--- config.mk ---
export PLATFORM = sky130hd
export DESIGN_NAME = booth_csel_mul
export DESIGN_NICKNAME = d
export VERILOG_FILES = /design/src/rtl/bmul_pkg.sv /design/src/rtl/ripple_sec.sv /design/src/rtl/csel_adder.sv /design/src/rtl/booth_pp.sv /design/src/rtl/bmul_datapath.sv /design/src/rtl/bmul_ctrl.sv /design/src/rtl/booth_csel_mul.sv
export SDC_FILE = /design/constraint.sdc
export NUM_CORES = 1
export LEC_CHECK = 0
export BUFFER_PORTS_ARGS = -buffer_cell sky130_fd_sc_hd__buf_2
export CORE_ASPECT_RATIO = 0.8
export CORE_UTILIZATION = 50
export CTS_CLUSTER_DIAMETER = 40
export CTS_CLUSTER_SIZE = 24
export DETAILED_ROUTE_END_ITERATION = 10
export PLACE_DENSITY = 0.81
export SYNTH_ARGS = -nofsm -noshare
export SYNTH_HDL_FRONTEND = slang
export SYNTH_SLANG_ARGS = --single-unit
export TNS_END_PERCENT = 10
--- constraint.sdc ---
create_clock -name clk -period 21.9 [get_ports clk]
set_clock_uncertainty 0.05 [all_clocks]
set_input_delay 2.19 -clock clk [delete_from_list [all_inputs] [get_ports clk]]
set_output_delay 2.19 -clock clk [all_outputs]
set_load 0.005 [all_outputs]
--- src/rtl/bmul_pkg.sv ---
package bmul_pkg;

  // Strobes from control to datapath
  typedef struct packed {
    logic capEn;   // load operand registers
    logic prodEn;  // load product register
  } mulStrobe_t;

  // One radix-4 signed digit: magnitude select, doubling, sign
  typedef struct packed {
    logic sel;
    logic dbl;
    logic neg;
  } boothDigit_t;

  function automatic boothDigit_t recodeGroup(input logic [2:0] grp);
    boothDigit_t d;
    unique case (grp)
      3'b001, 3'b010: d = '{sel: 1'b1, dbl: 1'b0, neg: 1'b0};
      3'b011:         d = '{sel: 1'b1, dbl: 1'b1, neg: 1'b0};
      3'b100:         d = '{sel: 1'b1, dbl: 1'b1, neg: 1'b1};
      3'b101, 3'b110: d = '{sel: 1'b1, dbl: 1'b0, neg: 1'b1};
      default:        d = '{sel: 1'b0, dbl: 1'b0, neg: 1'b0};
    endcase
    return d;
  endfunction

endpackage

--- src/rtl/ripple_sec.sv ---
module ripple_sec #(
  parameter int SECT = 4
) (
  input  logic [SECT-1:0] a,
  input  logic [SECT-1:0] b,
  input  logic            cin,
  output logic [SECT-1:0] sum,
  output logic            cout
);
  logic chain [SECT+1];

  assign chain[0] = cin;

  for (genvar i = 0; i < SECT; i++) begin : g_bit
    assign sum[i]        = a[i] ^ b[i] ^ chain[i];
    assign chain[i + 1]  = (a[i] & b[i]) | (chain[i] & (a[i] ^ b[i]));
  end

  assign cout = chain[SECT];
endmodule

--- src/rtl/csel_adder.sv ---
module csel_adder #(
  parameter int WIDTH = 16,
  parameter int SECT  = 4
) (
  input  logic [WIDTH-1:0] a,
  input  logic [WIDTH-1:0] b,
  input  logic             cin,
  output logic [WIDTH-1:0] sum
);
  localparam int NSEC = WIDTH / SECT;

  logic carry [NSEC+1];
  logic unusedCarryOut;

  assign carry[0] = cin;

  for (genvar s = 0; s < NSEC; s++) begin : g_sec
    logic [SECT-1:0] sumLo, sumHi;
    logic            coLo, coHi;

    ripple_sec #(.SECT(SECT)) u_lo (
      .a(a[s*SECT +: SECT]), .b(b[s*SECT +: SECT]), .cin(1'b0),
      .sum(sumLo), .cout(coLo)
    );
    ripple_sec #(.SECT(SECT)) u_hi (
      .a(a[s*SECT +: SECT]), .b(b[s*SECT +: SECT]), .cin(1'b1),
      .sum(sumHi), .cout(coHi)
    );

    assign sum[s*SECT +: SECT] = carry[s] ? sumHi : sumLo;
    assign carry[s + 1]        = carry[s] ? coHi  : coLo;
  end

  // carry beyond the product width is discarded by design
  assign unusedCarryOut = carry[NSEC];
endmodule

--- src/rtl/booth_pp.sv ---
module booth_pp
  import bmul_pkg::*;
#(
  parameter int WIDTH = 8,
  parameter int SHIFT = 0,
  parameter int PW    = 16
) (
  input  logic [WIDTH-1:0] mcand,
  input  logic [2:0]       grp,
  output logic [PW-1:0]    pp,
  output logic             negBit
);
  localparam int MW = WIDTH + 1;

  boothDigit_t     digit;
  logic [MW-1:0]   single, twice, mag, signedMag;
  logic [PW-1:0]   extended;

  assign digit     = recodeGroup(grp);
  assign single    = {mcand[WIDTH-1], mcand};
  assign twice     = {mcand, 1'b0};
  assign mag       = digit.sel ? (digit.dbl ? twice : single) : '0;
  assign signedMag = digit.neg ? ~mag : mag;
  assign extended  = {{(PW-MW){signedMag[MW-1]}}, signedMag};
  assign pp        = extended << SHIFT;
  assign negBit    = digit.neg;
endmodule

--- src/rtl/bmul_datapath.sv ---
module bmul_datapath
  import bmul_pkg::*;
#(
  parameter int WIDTH = 8,
  parameter int SECT  = 4
) (
  input  logic               clk,
  input  logic               rstN,
  input  mulStrobe_t         strobe,
  input  logic [WIDTH-1:0]   opA,
  input  logic [WIDTH-1:0]   opB,
  output logic [2*WIDTH-1:0] product
);
  localparam int PW  = 2 * WIDTH;
  localparam int NPP = WIDTH / 2;

  logic [WIDTH-1:0] regA, regB;
  logic [WIDTH:0]   bExt;
  logic [NPP-1:0]   negBits;
  logic [PW-1:0]    corr;
  logic [PW-1:0]    pp  [NPP];
  logic [PW-1:0]    acc [NPP+1];

  always_ff @(posedge clk or negedge rstN) begin
    if (!rstN) begin
      regA <= '0;
      regB <= '0;
    end else if (strobe.capEn) begin
      regA <= opA;
      regB <= opB;
    end
  end

  assign bExt = {regB, 1'b0};

  // +1 of each negated digit placed at that digit's LSB weight
  always_comb begin
    corr = '0;
    for (int i = 0; i < NPP; i++) corr[2*i] = negBits[i];
  end

  assign acc[0] = corr;

  for (genvar g = 0; g < NPP; g++) begin : g_pp
    booth_pp #(.WIDTH(WIDTH), .SHIFT(2*g), .PW(PW)) u_pp (
      .mcand(regA), .grp(bExt[2*g +: 3]), .pp(pp[g]), .negBit(negBits[g])
    );
    csel_adder #(.WIDTH(PW), .SECT(SECT)) u_add (
      .a(acc[g]), .b(pp[g]), .cin(1'b0), .sum(acc[g+1])
    );
  end

  always_ff @(posedge clk or negedge rstN) begin
    if (!rstN)              product <= '0;
    else if (strobe.prodEn) product <= acc[NPP];
  end
endmodule

--- src/rtl/bmul_ctrl.sv ---
module bmul_ctrl
  import bmul_pkg::*;
(
  input  logic       clk,
  input  logic       rstN,
  input  logic       inValid,
  output mulStrobe_t strobe,
  output logic       outValid
);
  logic pending, validQ;

  always_ff @(posedge clk or negedge rstN) begin
    if (!rstN) begin
      pending <= 1'b0;
      validQ  <= 1'b0;
    end else begin
      pending <= inValid;
      validQ  <= pending;
    end
  end

  assign strobe.capEn  = inValid;
  assign strobe.prodEn = pending;
  assign outValid      = validQ;
endmodule

--- src/rtl/booth_csel_mul.sv ---
module booth_csel_mul
  import bmul_pkg::*;
#(
  parameter int WIDTH = 8,
  parameter int SECT  = 4
) (
  input  logic               clk,
  input  logic               rstN,
  input  logic               inValid,
  input  logic [WIDTH-1:0]   opA,
  input  logic [WIDTH-1:0]   opB,
  output logic               outValid,
  output logic [2*WIDTH-1:0] product
);
  mulStrobe_t strobe;

  bmul_ctrl u_ctrl (
    .clk(clk), .rstN(rstN), .inValid(inValid),
    .strobe(strobe), .outValid(outValid)
  );

  bmul_datapath #(.WIDTH(WIDTH), .SECT(SECT)) u_dp (
    .clk(clk), .rstN(rstN), .strobe(strobe),
    .opA(opA), .opB(opB), .product(product)
  );
endmodule

Word-level counts from Yosys, hierarchy flattened
Cells that the tools add are included.
- output and inout bits: 17
- register bits after elaboration: 34
- logic and storage cells: 312
- bits of input ports: 19
- bitwise operators: 248
- equal/unequal tests: 21
- muxes and demuxes: 32
- reductions and logical operators: 6
- operator list (cell ; number):
    XOR 1 bit ; 96
    AND 1 bit ; 87
    2-to-1 mux 9 bit ; 8
    OR 1 bit ; 52
    2-to-1 mux 4 bit ; 10
    inverter 9 bit ; 4
    case mux 3 bit (4 select lines) ; 3
    2-to-1 mux 8 bit ; 4
    equality test 3 bit (second input constant) ; 9
    equality test 3 x 2 -> 1 bit (second input constant) ; 6
    OR reduction 2 bit ; 6
    equality test 3 x 1 -> 1 bit (second input constant) ; 3
    inverter 1 bit ; 9
    case mux 3 bit (3 select lines) ; 1
    2-to-1 mux 1 bit ; 6
    equality test 2 bit (second input constant) ; 2
    equality test 2 x 1 -> 1 bit (second input constant) ; 1

Depth between registers and ports, before layout
Gate-level depths: netlist of the first run.
- depth after elaboration: 41
- mapped depth: 36
- mapped depth without buffers: 35

By module
Synthesis of the first run repeated with hierarchy kept, for this count alone.
- cells, all modules: 820
- area total of the unflattened synthesis: 7770.0 µm²
- modules (own cells, without submodules) (module ; seq. area each (µm²) ; times used ; area each (µm²) ; cells an instance):
    ripple_sec ; 0.0 ; 32 ; 117.6 ; 14
    bmul_datapath ; 800.8 ; 1 ; 1302.5 ; 69
    csel_adder ; 0.0 ; 4 ; 315.3 ; 30
    booth_pp at u_dp.g_pp[1].u_pp ... ; 0.0 ; 3 ; 345.3 ; 45
    booth_pp at u_dp.g_pp[0].u_pp ; 0.0 ; 1 ; 341.6 ; 44
    bmul_ctrl ; 50.0 ; 1 ; 65.1 ; 4

Worst setup path before layout of the first run
OpenSTA, ideal clock, no wires.
- path kind: register to register
- from: reg u_dp.regB[1]
- to: reg u_dp.product[15]
- stages on the path, launching flop included: 32
- clock period less this slack: 7.887 ns
- arrival time: 7.712 ns
- slack: 14.013 ns
- setup time: 0.125 ns
- path buffers: 2
- required time: 21.725 ns
- path through: dfrtp_1 clkbuf_1 clkbuf_1 nand3_1 o21ai_0 ha_1 inv_1 fa_1 inv_1 ha_1 fa_1 mux2i_1 fa_1 inv_1 fa_1 inv_1 fa_1 nand2_1 o21ai_0 fa_1 fa_1 fa_1 mux2_2 fa_1 inv_1 fa_1 fa_1 inv_1 fa_1 xnor2_1 xnor3_1 mux2_4
- longest elaborated chain between the ends: 40
- elaborated cells between the ends (all ways): 260
- classes of those cells: 9 x eq/ne; 23 x mux; 226 x bitwise; 2 x reduce/logical
- ends and longest elaborated chain (what ; RTL line ; text):
    start, declared ; bmul_datapath.sv:17 ; logic [WIDTH-1:0] regA, regB;
    start signal, assigned ; bmul_datapath.sv:30 ; regB <= opB;
    equality test 2 bit or equality test 2 x 1 -> 1 bit (tied branches) ; bmul_pkg.sv:18 ; unique case (grp)
    case mux 3 bit (3 select lines) ; bmul_pkg.sv:18 ;
    2-to-1 mux 8 bit ; booth_pp.sv:22 ; assign mag = digit.sel ? (digit.dbl ? twice : single) : '0;
    2-to-1 mux 9 bit ; booth_pp.sv:22 ;
    inverter 9 bit ; booth_pp.sv:23 ; assign signedMag = digit.neg ? ~mag : mag;
    2-to-1 mux 9 bit ; booth_pp.sv:23 ;
    AND 1 bit ; -- ;
    AND 1 bit (2 in a row) ; ripple_sec.sv:16 ; assign chain[i + 1] = (a[i] & b[i]) | (chain[i] & (a[i] ^ b[i]));
    (+23 left out) ; -- ;
    AND 1 bit or XOR 1 bit (tied branches) ; ripple_sec.sv:16 ;
    OR 1 bit ; ripple_sec.sv:16 ;
    AND 1 bit ; ripple_sec.sv:16 ;
    OR 1 bit ; ripple_sec.sv:16 ;
    AND 1 bit ; ripple_sec.sv:16 ;
    OR 1 bit ; ripple_sec.sv:16 ;
    XOR 1 bit ; ripple_sec.sv:15 ; assign sum[i] = a[i] ^ b[i] ^ chain[i];
    2-to-1 mux 4 bit * ; csel_adder.sv:30 ; assign sum[s*SECT +: SECT] = carry[s] ? sumHi : sumLo;
    end signal, assigned ; bmul_datapath.sv:55 ; else if (strobe.prodEn) product <= acc[NPP];
    end, declared ; bmul_datapath.sv:12 ; output logic [2*WIDTH-1:0] product
Mark *: on every way between the ends. The rest lies on a longest branch, timed or not.
A chain may end at the register's enable or synchronous reset.

Final worst setup path of the first run
- from: reg u_dp.regB[0]
- to: reg u_dp.product[15]
- longest elaborated chain between the ends: 40
- elaborated cells between the ends (all ways): 247
- classes of those cells: 3 x eq/ne; 19 x mux; 225 x bitwise
- ends and longest elaborated chain (what ; RTL line):
    equality test 2 bit or equality test 2 x 1 -> 1 bit (tied branches) ; bmul_pkg.sv:18
    case mux 3 bit (3 select lines) * ; bmul_pkg.sv:18
    2-to-1 mux 8 bit ; booth_pp.sv:22
    2-to-1 mux 9 bit ; booth_pp.sv:22
    inverter 9 bit ; booth_pp.sv:23
    2-to-1 mux 9 bit ; booth_pp.sv:23
    AND 1 bit ; --
    AND 1 bit (2 in a row) ; ripple_sec.sv:16
    (+23 left out) ; --
    AND 1 bit or XOR 1 bit (tied branches) ; ripple_sec.sv:16
    OR 1 bit ; ripple_sec.sv:16
    AND 1 bit ; ripple_sec.sv:16
    OR 1 bit ; ripple_sec.sv:16
    AND 1 bit ; ripple_sec.sv:16
    OR 1 bit ; ripple_sec.sv:16
    XOR 1 bit ; ripple_sec.sv:15
    2-to-1 mux 4 bit * ; csel_adder.sv:30
Marks and branches as above.

==> results by stage, run 1 <==
Route:
- Signal routing reaches up to met4.
- After detailed routing, the number of vias per cell comes to 5.48.
- Summed over all nets, wire length on met3 after detailed routing comes to 332 um.
- The detailed-router iteration count before antenna repair is 4.
- The routed layout has 2479 vias.
- Once detail routing completed, the nets flagged for antenna violations numbered 0.
- Summed over all nets, wire length on met2 after detailed routing comes to 3.09 mm.
- After detailed routing, the number of remaining DRC violations is 0.
- For this block, the routed nets add up to 6.66 mm of wire.
- The number of DRC markers after the initial detailed-route iteration is 116.
- In the final routed layout, each cell accounts on average for 14.7 um.
- After detailed routing, the wire length on met1 is 3.09 mm.

Setup path:
- The worst-case register-to-register setup slack is 13.81 ns.
- The worst setup path is launched from a register.
- The sort of element at the end of the critical path is a register.
- At the worst endpoint, the required time is 22.04 ns.
- The delay of the slowest cell on the worst path is 0.62 ns.
- The arrival time at the worst endpoint is 8.23 ns.
- The count of cells along the worst register-to-register path is 30.
- The type of the worst setup path is register to register.
- The startpoint of the lowest-slack register-to-register path is u_dp.regB[0].
- The endpoint identified for the worst register-to-register timing path is u_dp.product[15].
- The slowest stage of the critical path is the sky130_fd_sc_hd__dfrtp_1 cell.
- The library cell appearing most often on the critical path is sky130_fd_sc_hd__fa_1.
- The highest fanout seen on the critical path is 13.

Floorplan:
- The overall die height is 75.9 um.
- The floorplan die width is 94.4 um.
- The region available for standard cell placement spans 6510 sq um.
- The die area is 7170 sq um.
- In this run the core area contains 26 standard-cell rows.
- 36 I/O pins were placed.
- The initial utilization of the core area, before any placement, comes to 0.525.

Logic synthesis:
- Of the total synthesized cell area, the portion taken by full adders, half adders and majority gates is 0.253.
- After synthesis, the share of cell area in mux cells is 0.125.
- The number of synthesized register bits is 34.
- After synthesis, the largest family of logic cells by area is adder cells.
- The cell count after synthesis came out at 350.
- The netlist uses 32 different library cells.
- The post-synthesis cell area is 3420 sq um.
- The fraction of synthesized cell area in xor and xnor cells is 0.0912.
- The post-synthesis net count is 422.
- The synthesized-area fraction occupied by ao, oa, aoi and oai cells was 0.122.
- The synthesized area per cell is 9.76 sq um.
- The sequential cell area fraction in the yosys report is 0.249.
- The simple-gate area share of the yosys netlist is 0.0791.
- During synthesis, Yosys emitted a total of 0 warnings.

STA:
- The achievable frequency is 124 MHz.
- Setup repair after global routing left no endpoint under its margin.
- The measured slew at the worst slew-check pin is 0.844 ns.
- The number of failing setup endpoints in the final timing report is 0.
- For the final routed database, the setup TNS stands at 0 ns.
- The worst slew margin relative to its limit is 0.437.
- The worst path in the final design needs a cycle of 8.09 ns, including I/O delays and setup.
- The final worst-path cycle share is 0.369.
- The final number of max-transition violations is 0.
- The hold violation count in the final report came to 0.

Pwr:
- IR analysis of the VDD net gives a maximum drop of 65.0 uV.
- The fraction of power consumed by the clock network is 0.123.
- Cell internal power was estimated by the tool at 0.285 mW.
- The leakage power total is 1.68 nW.
- The ratio of total power to cell area is 132 nW/um^2.
- The total net switching power is 0.203 mW.
- The sequential group share of total power is 0.211.
- Of the total power, combinational logic draws 0.667.
- Of the total power, the share spent switching nets is 0.416.

Global route:
- Entering global routing, the biggest net connects 35 pins.
- The number of global-route vias before repair is 2434.
- The initial antenna violation count is 0.
- The first global-routing pass estimated 11.4 mm of wire.
- The total overflow left after global routing is 0.
- The all-layer global routing usage is 0.208.

Final layout:
- The repair_antennas step left the layout with diodes totalling 0.
- At the end of the flow the core is filled with cells to 0.568.
- In the final layout, the share of cells above drive strength 1 is 0.207.
- The area growth from synthesis to layout is 8.10%.
- For this run, the post-layout net count is 439.
- Leaving out fill and tap cells, the most frequent cells in the layout are 41 x sky130_fd_sc_hd__inv_1, 35 x sky130_fd_sc_hd__buf_2, 34 x sky130_fd_sc_hd__dfrtp_1.
- The leading cell type in the layout, fill and taps excluded is sky130_fd_sc_hd__inv_1.

CTS:
- At the later pin of the worst-skew pair, clock insertion delay measures 0.30 ns.
- The hold buffer count at cts is 0.
- The buffer levels on the longest clock path is 2.
- CTS built an H-tree with a depth of 2.
- In this run, CTS created clock tree buffers numbering 5.
- The clock sink count is 34.
- The root buffer cell chosen for the clock tree is sky130_fd_sc_hd__clkbuf_8.
- The number of setup buffers added after CTS is 0.
- TritonCTS built the clock tree.
- The post-cts sizing count is 0.
- The register clock-pin slew on the reported worst setup and hold paths is 0.08 ns.

Status:
- The run finished with clean final reports.

Placed design:
- The count of buffers added on input and output ports is 35.
- The estimated wirelength of the detail-placed design is 5.19 mm.
- At the end of routability-driven placement, the weighted congestion stood at 0.879.

Hold path:
- In this run the most critical hold path is launched from u_dp.product[5].
- Counting instances, the worst hold path has a depth of 1.
- The endpoint of the worst hold path is u_dp.product[5].
- The type of the most critical hold path is register to register.

Job:
- The max-capacitance violation count is 0.
[worst max-delay path, delay by kind of cell, from the launching register on]
| kind | cells | cell delay (ns) |
|---|---|---|
| multiplexers | 3 | 0.74 |
| XOR/XNOR | 2 | 0.42 |
| AO/OA/AOI/OAI | 2 | 0.19 |
| flip-flops | 1 | 0.62 |
| adder cells (fa/ha/maj) | 14 | 5.29 |
| buffers and inverters | 6 | 0.35 |
| AND/OR/NAND/NOR | 3 | 0.32 |
[cells by family (layout without fill, tap and decap cells)]
family / Yosys count / after routing
flip-flops: 34 / 34
multiplexers: 39 / 39
adder cells (fa/ha/maj): 53 / 53
buffers and inverters: 66 / 84
XOR/XNOR: 34 / 34
AND/OR/NAND/NOR: 65 / 65
AO/OA/AOI/OAI: 59 / 59
[layer usage]
layer / up-vias / global-route usage
met1: 1208 / 0.287
li1: 1188 / -
met4: 0 / 0.0754
met2: 72 / 0.325
met5: - / 0
met3: 11 / 0.0392
[worst max-delay path by stage]
stage                       startpoint          endpoint  slack (ns)  cells past startpoint
final                     u_dp.regB[0]  u_dp.product[15]       13.81                     30
after global routing      u_dp.regA[1]  u_dp.product[15]       13.40                     29
after global placement    u_dp.regB[0]  u_dp.product[15]       14.01                     30
after detailed placement  u_dp.regB[0]  u_dp.product[15]       13.79                     30
after floorplan           u_dp.regB[1]  u_dp.product[15]       14.01                     31
after CTS                 u_dp.regB[0]  u_dp.product[15]       13.77                     30
[stage by stage]
step / area [sq um] / setup WS, ns / hold slack, ns / total power, mW / instances
6_report: 3690 / 13.81 / 0.452 / 0.489 / 452
5_1_grt: 3690 / 13.40 / 0.474 / 0.551 / 452
4_1_cts: 3690 / 13.77 / 0.458 / 0.501 / 452
3_5_place_dp: 3580 / 13.79 / 0.441 / 0.440 / 444
3_3_place_gp: 3580 / 14.01 / 0.436 / 0.424 / 444
2_1_floorplan: 3420 / 14.01 / 0.302 / 0.365 / 350
[power groups by stage]
| stage | Sequential (mW) | Clock (mW) | Combinational, mW |
|---|---|---|---|
| floorplan | 0.0956 | 0 | 0.269 |
| global placement | 0.104 | 0 | 0.320 |
| detailed placement | 0.105 | 0 | 0.335 |
| CTS | 0.103 | 0.0612 | 0.337 |
| global route | 0.106 | 0.0648 | 0.379 |
| finish | 0.103 | 0.0599 | 0.326 |
[flip-flops by register name (all words and copies together) (netlist names)]
register	flops
u_dp.regA	8
u_dp.regB	8
u_dp.product	16
u_ctrl.pending	1
u_ctrl.outValid	1
[cell type report]
class | instances | area [sq um]
fillers | 558 | 2810
clock buffers | 5 | 68.8
clock inverters | 3 | 45.0
well taps | 84 | 105
inverters | 41 | 154
multi-input cells | 250 | 2290
flip-flops and latches | 34 | 851
repair buffers | 35 | 175
[cells in the mapped netlist, drive strengths merged]
cell | n | area share
a21oi | 13 | 0.019
o21a | 2 | 0.0044
nor2 | 27 | 0.030
fa | 27 | 0.16
a22o | 4 | 0.010
o221a | 3 | 0.0099
ha | 26 | 0.095
nor2b | 4 | 0.0073
xnor2 | 29 | 0.074
mux2 | 27 | 0.090
inv | 41 | 0.045
nand3 | 2 | 0.0029
o2bb2ai | 2 | 0.0088
and2b | 1 | 0.0022
xnor3 | 1 | 0.0066
o22ai | 2 | 0.0037
a211oi | 8 | 0.018
mux2i | 12 | 0.035
clkbuf | 16 | 0.018
buf | 9 | 0.017
a31oi | 1 | 0.0018
xor2 | 4 | 0.010
nand2 | 27 | 0.030
o21ai | 14 | 0.021
nand2b | 4 | 0.0073
o221ai | 9 | 0.023
dfrtp | 34 | 0.25
a21boi | 1 | 0.0033
(Power assumes the default switching activity.)
==> inputs of run 2 (changes only) <==
- clock period: 21.9 -> 7.9 ns (I/O delays scaled with it)
==> run 2 against run 1 <==
Effect of this change:
- core utilization rose by 1.8 points
- routed wire length grew 3.7%
- maximum frequency increased by 7.4%
- largest power group unchanged
- sequential share of layout area is 0.69 points lower
- die area unchanged
- worst setup slack worse by 13 ns
==> results by stage, run 2 (synthesis gave the netlist of run 1 again) <==
STA:
- Setup repair after global routing left no endpoint under its margin.
- Setup violations remaining at the end of the flow were counted as 0.
- In this run the tightest slew margin relative to its limit is 0.403.
- The post-route minimum period is 7.53 ns.
- The final number of max-transition violations is 0.
- The measured slew at the worst slew-check pin is 0.896 ns.
- In the finished design, the share of the clock period the worst path needs comes to 0.953.
- The hold violation count in the final report is 0.
- Derived from the worst setup path, the maximum achievable clock frequency is 133 MHz.

Status:
- The flow ran to the end, and the final reports show no timing, DRC or antenna violations.

Route:
- In the final routed layout, each cell accounts on average for 14.8 um.
- The routed design has 6.90 mm of wire.
- The number of DRC markers after the initial detailed-route iteration is 126.
- The total vias in the final route is 2531.
- The count of unresolved DRC violations after routing is 0.
- The detail route stage leaves a number of antenna-violating nets equal to 0.
- The pre-antenna-repair detailed-routing pass consisted of 4 iterations.
- Dividing the detail-routed via count by the number of cells gives 5.44.

Floorplan:
- The die area is 7170 sq um.
- The initial core utilization is 0.525.
- The overall die height is 75.9 um.
- The floorplan step set the die width to 94.4 um.
- The core region is 6510 sq um.
- After floorplanning, the core was divided into 26 placement rows.
- During I/O placement, the number of pins put on the boundary was 36.

Global route:
- The first-pass GRT wire length is 11.8 mm.
- The pin count of the biggest net entering global routing is 35.
- The number of global-route vias before repair is 2434.
- The total congestion overflow after global routing is 0.
- Across every metal layer, demand over resource in global routing totals 0.215.
- The initial antenna violation count is 0.

Setup path:
- The worst-case register-to-register setup slack is 0.37 ns.
- The cell type group with the largest total delay on the critical path is adder cells.
- At the worst endpoint, the arrival time is 7.67 ns.
- The number of cells on the worst reg-to-reg path is 30.
- The sort of element at the end of the critical path is a register.
- The most critical setup path has its startpoint at u_dp.regB[0].
- The delay of the slowest cell on the worst path is 0.49 ns.
- In this run the critical register-to-register path is launched from u_dp.regB[0].
- The library cell appearing most often on the critical path is sky130_fd_sc_hd__fa_1.
- Along the worst path, the maximum fanout reaches 7.
- The worst-path cell with the longest stage delay is sky130_fd_sc_hd__fa_1.
- The setup path with the least slack is of type register to register.
- The number of buffers and inverters on the critical path is 6.
- The critical path runs through a total of 30 cells.
- In this run the critical register-to-register path is captured at u_dp.product[15].
- The end point of the critical path is u_dp.product[15].
- The required time of the critical path is 8.04 ns.
- The worst setup path is launched from a register.

Final layout:
- The multi-input combinational cells in the finished layout cover a total of 2320 sq um.
- The largest registers in the layout are u_dp.product (16), u_dp.regA (8), u_dp.regB (8).
- The top register by number of flip-flops is u_dp.product.
- Leaving out fill and tap cells, the most frequent cell in the layout is sky130_fd_sc_hd__inv_1.
- The fraction of final layout cells sized beyond drive strength 1 is 0.257.
- The sequential cells in the finished layout cover a total of 852 sq um.
- The register with the most flip-flops in the layout has 16 of them.
- The top cell types in the final layout, fill and taps aside, are 41 x sky130_fd_sc_hd__inv_1, 35 x sky130_fd_sc_hd__buf_2, 33 x sky130_fd_sc_hd__dfrtp_1.
- The number of diodes added for antenna fixing is 0.
- Compared with the post-synthesis result, the final layout area differs by 11.6%.
- The share of the core filled with cells in the final layout is 0.586.
- The layout has 553 filler cells.
- The final layout contains 452 nets.

Pwr:
- The sequential group share of total power is 0.191.
- The worst IR drop on VDD is 205 uV.
- The portion of total power attributed to combinational logic is 0.693.
- The design draws 1.41 mW.
- For this design the static power due to leakage is 1.74 nW.
- Of the total power, the share spent switching nets is 0.416.
- Dividing total power by cell area gives a power density of 371 nW/um^2.
- The fraction of power consumed by the clock network is 0.116.
- The internal power component is 0.826 mW.
- The total net switching power is 0.588 mW.

Hold path:
- The min-delay analysis places its worst path in the category register to register.
- Along the worst hold path, the cell count comes to 1.

Placed design:
- The placer congestion estimate is 0.853.
- Port buffering added 35 buffers.
- The estimated wirelength of the detail-placed design is 5.44 mm.

CTS:
- Buffers inserted to repair hold after CTS numbered 0.
- The H-tree depth is 2.
- For the worst-skew pair, the clock arrives at the later sink with an insertion delay of 0.30 ns.
- The clock root buffer is sky130_fd_sc_hd__clkbuf_8.
- The number of CTS-inserted buffers is 5.
- The buffer levels on the longest clock path is 2.
- TritonCTS built the clock tree.
- The register clock-pin slew on the reported worst setup and hold paths is 0.08 ns.
- The clock sink count is 34.

Job:
- Max-cap violations in this run came to 0.
run 2: cell types whose count changed in the layout (fill, tap and decap cells not counted), moves of 2 or more:
cell                         delta
sky130_fd_sc_hd__buf_4         +13
sky130_fd_sc_hd__clkinv_2       +2
sky130_fd_sc_hd__clkinvlp_4     -2
sky130_fd_sc_hd__fa_1           -5
sky130_fd_sc_hd__fa_2           +5
sky130_fd_sc_hd__o21ai_0        -3
sky130_fd_sc_hd__o21ai_1        +3
run 2: how the worst min path moves through the flow:
stage | from | end
floorplan | u_ctrl.pending | u_ctrl.outValid
global placement | u_dp.product[5] | u_dp.product[5]
detailed placement | u_dp.product[1] | u_dp.product[1]
CTS | u_dp.product[1] | u_dp.product[1]
global route | u_dp.product[4] | u_dp.product[4]
finish | u_dp.product[3] | u_dp.product[3]
run 2: worst reg2reg max path: cells and delay by family (launching register included):
kind / cells / cell delay (ns)
xor+xnor: 2 / 0.36
fa+ha+maj: 14 / 5.05
flops: 1 / 0.43
compound gates: 2 / 0.19
mux: 3 / 0.71
buf+inv: 6 / 0.34
simple gates: 3 / 0.28
run 2: what timing repair did:
| item | 4_1_cts | 5_1_grt |
|---|---|---|
| setup endpoints to repair | 1 | 1 |
| hold endpoints to repair | 0 | 0 |
| gates resized for setup | 1 | 11 |
| pin swaps | 1 | 1 |
| buffers inserted | 0 | 2 |
run 2: layer usage:
metal  vias up  track usage  wire length [um]
met3        16       0.0311               395
met1      1225        0.307              3110
met2        80        0.315              3140
met4         0        0.109               255
met5         -            0                 0
li1       1210            -                 -
run 2: cell type report:
cell class | count | share of cell area
clock inverters | 3 | 0.0105
flip-flops and latches | 34 | 0.224
multi-input cells | 250 | 0.608
clock buffers | 5 | 0.0181
repair buffers | 48 | 0.0716
inverters | 41 | 0.0404
well taps | 84 | 0.0276
run 2: per-stage QoR:
step / std cells / area, sq um / setup TNS (ns) / worst slack, ns / hold slack, ns
finish: 465 / 3810 / 0 / 0.367 / 0.453
floorplan: 350 / 3420 / 0 / 0.0126 / 0.302
global route: 465 / 3810 / 0 / 0.0365 / 0.467
CTS: 463 / 3770 / 0 / 0.00141 / 0.457
global placement: 455 / 3660 / 0 / 0.226 / 0.434
detailed placement: 455 / 3660 / -0.0490 / -0.0490 / 0.442
run 2: power groups by stage:
stage	registers [mW]	clock network, mW	logic, mW
4_1_cts	0.271	0.166	0.976
2_1_floorplan	0.265	0	0.747
6_report	0.270	0.164	0.980
3_3_place_gp	0.272	0	0.910
5_1_grt	0.279	0.174	1.14
3_5_place_dp	0.274	0	0.973
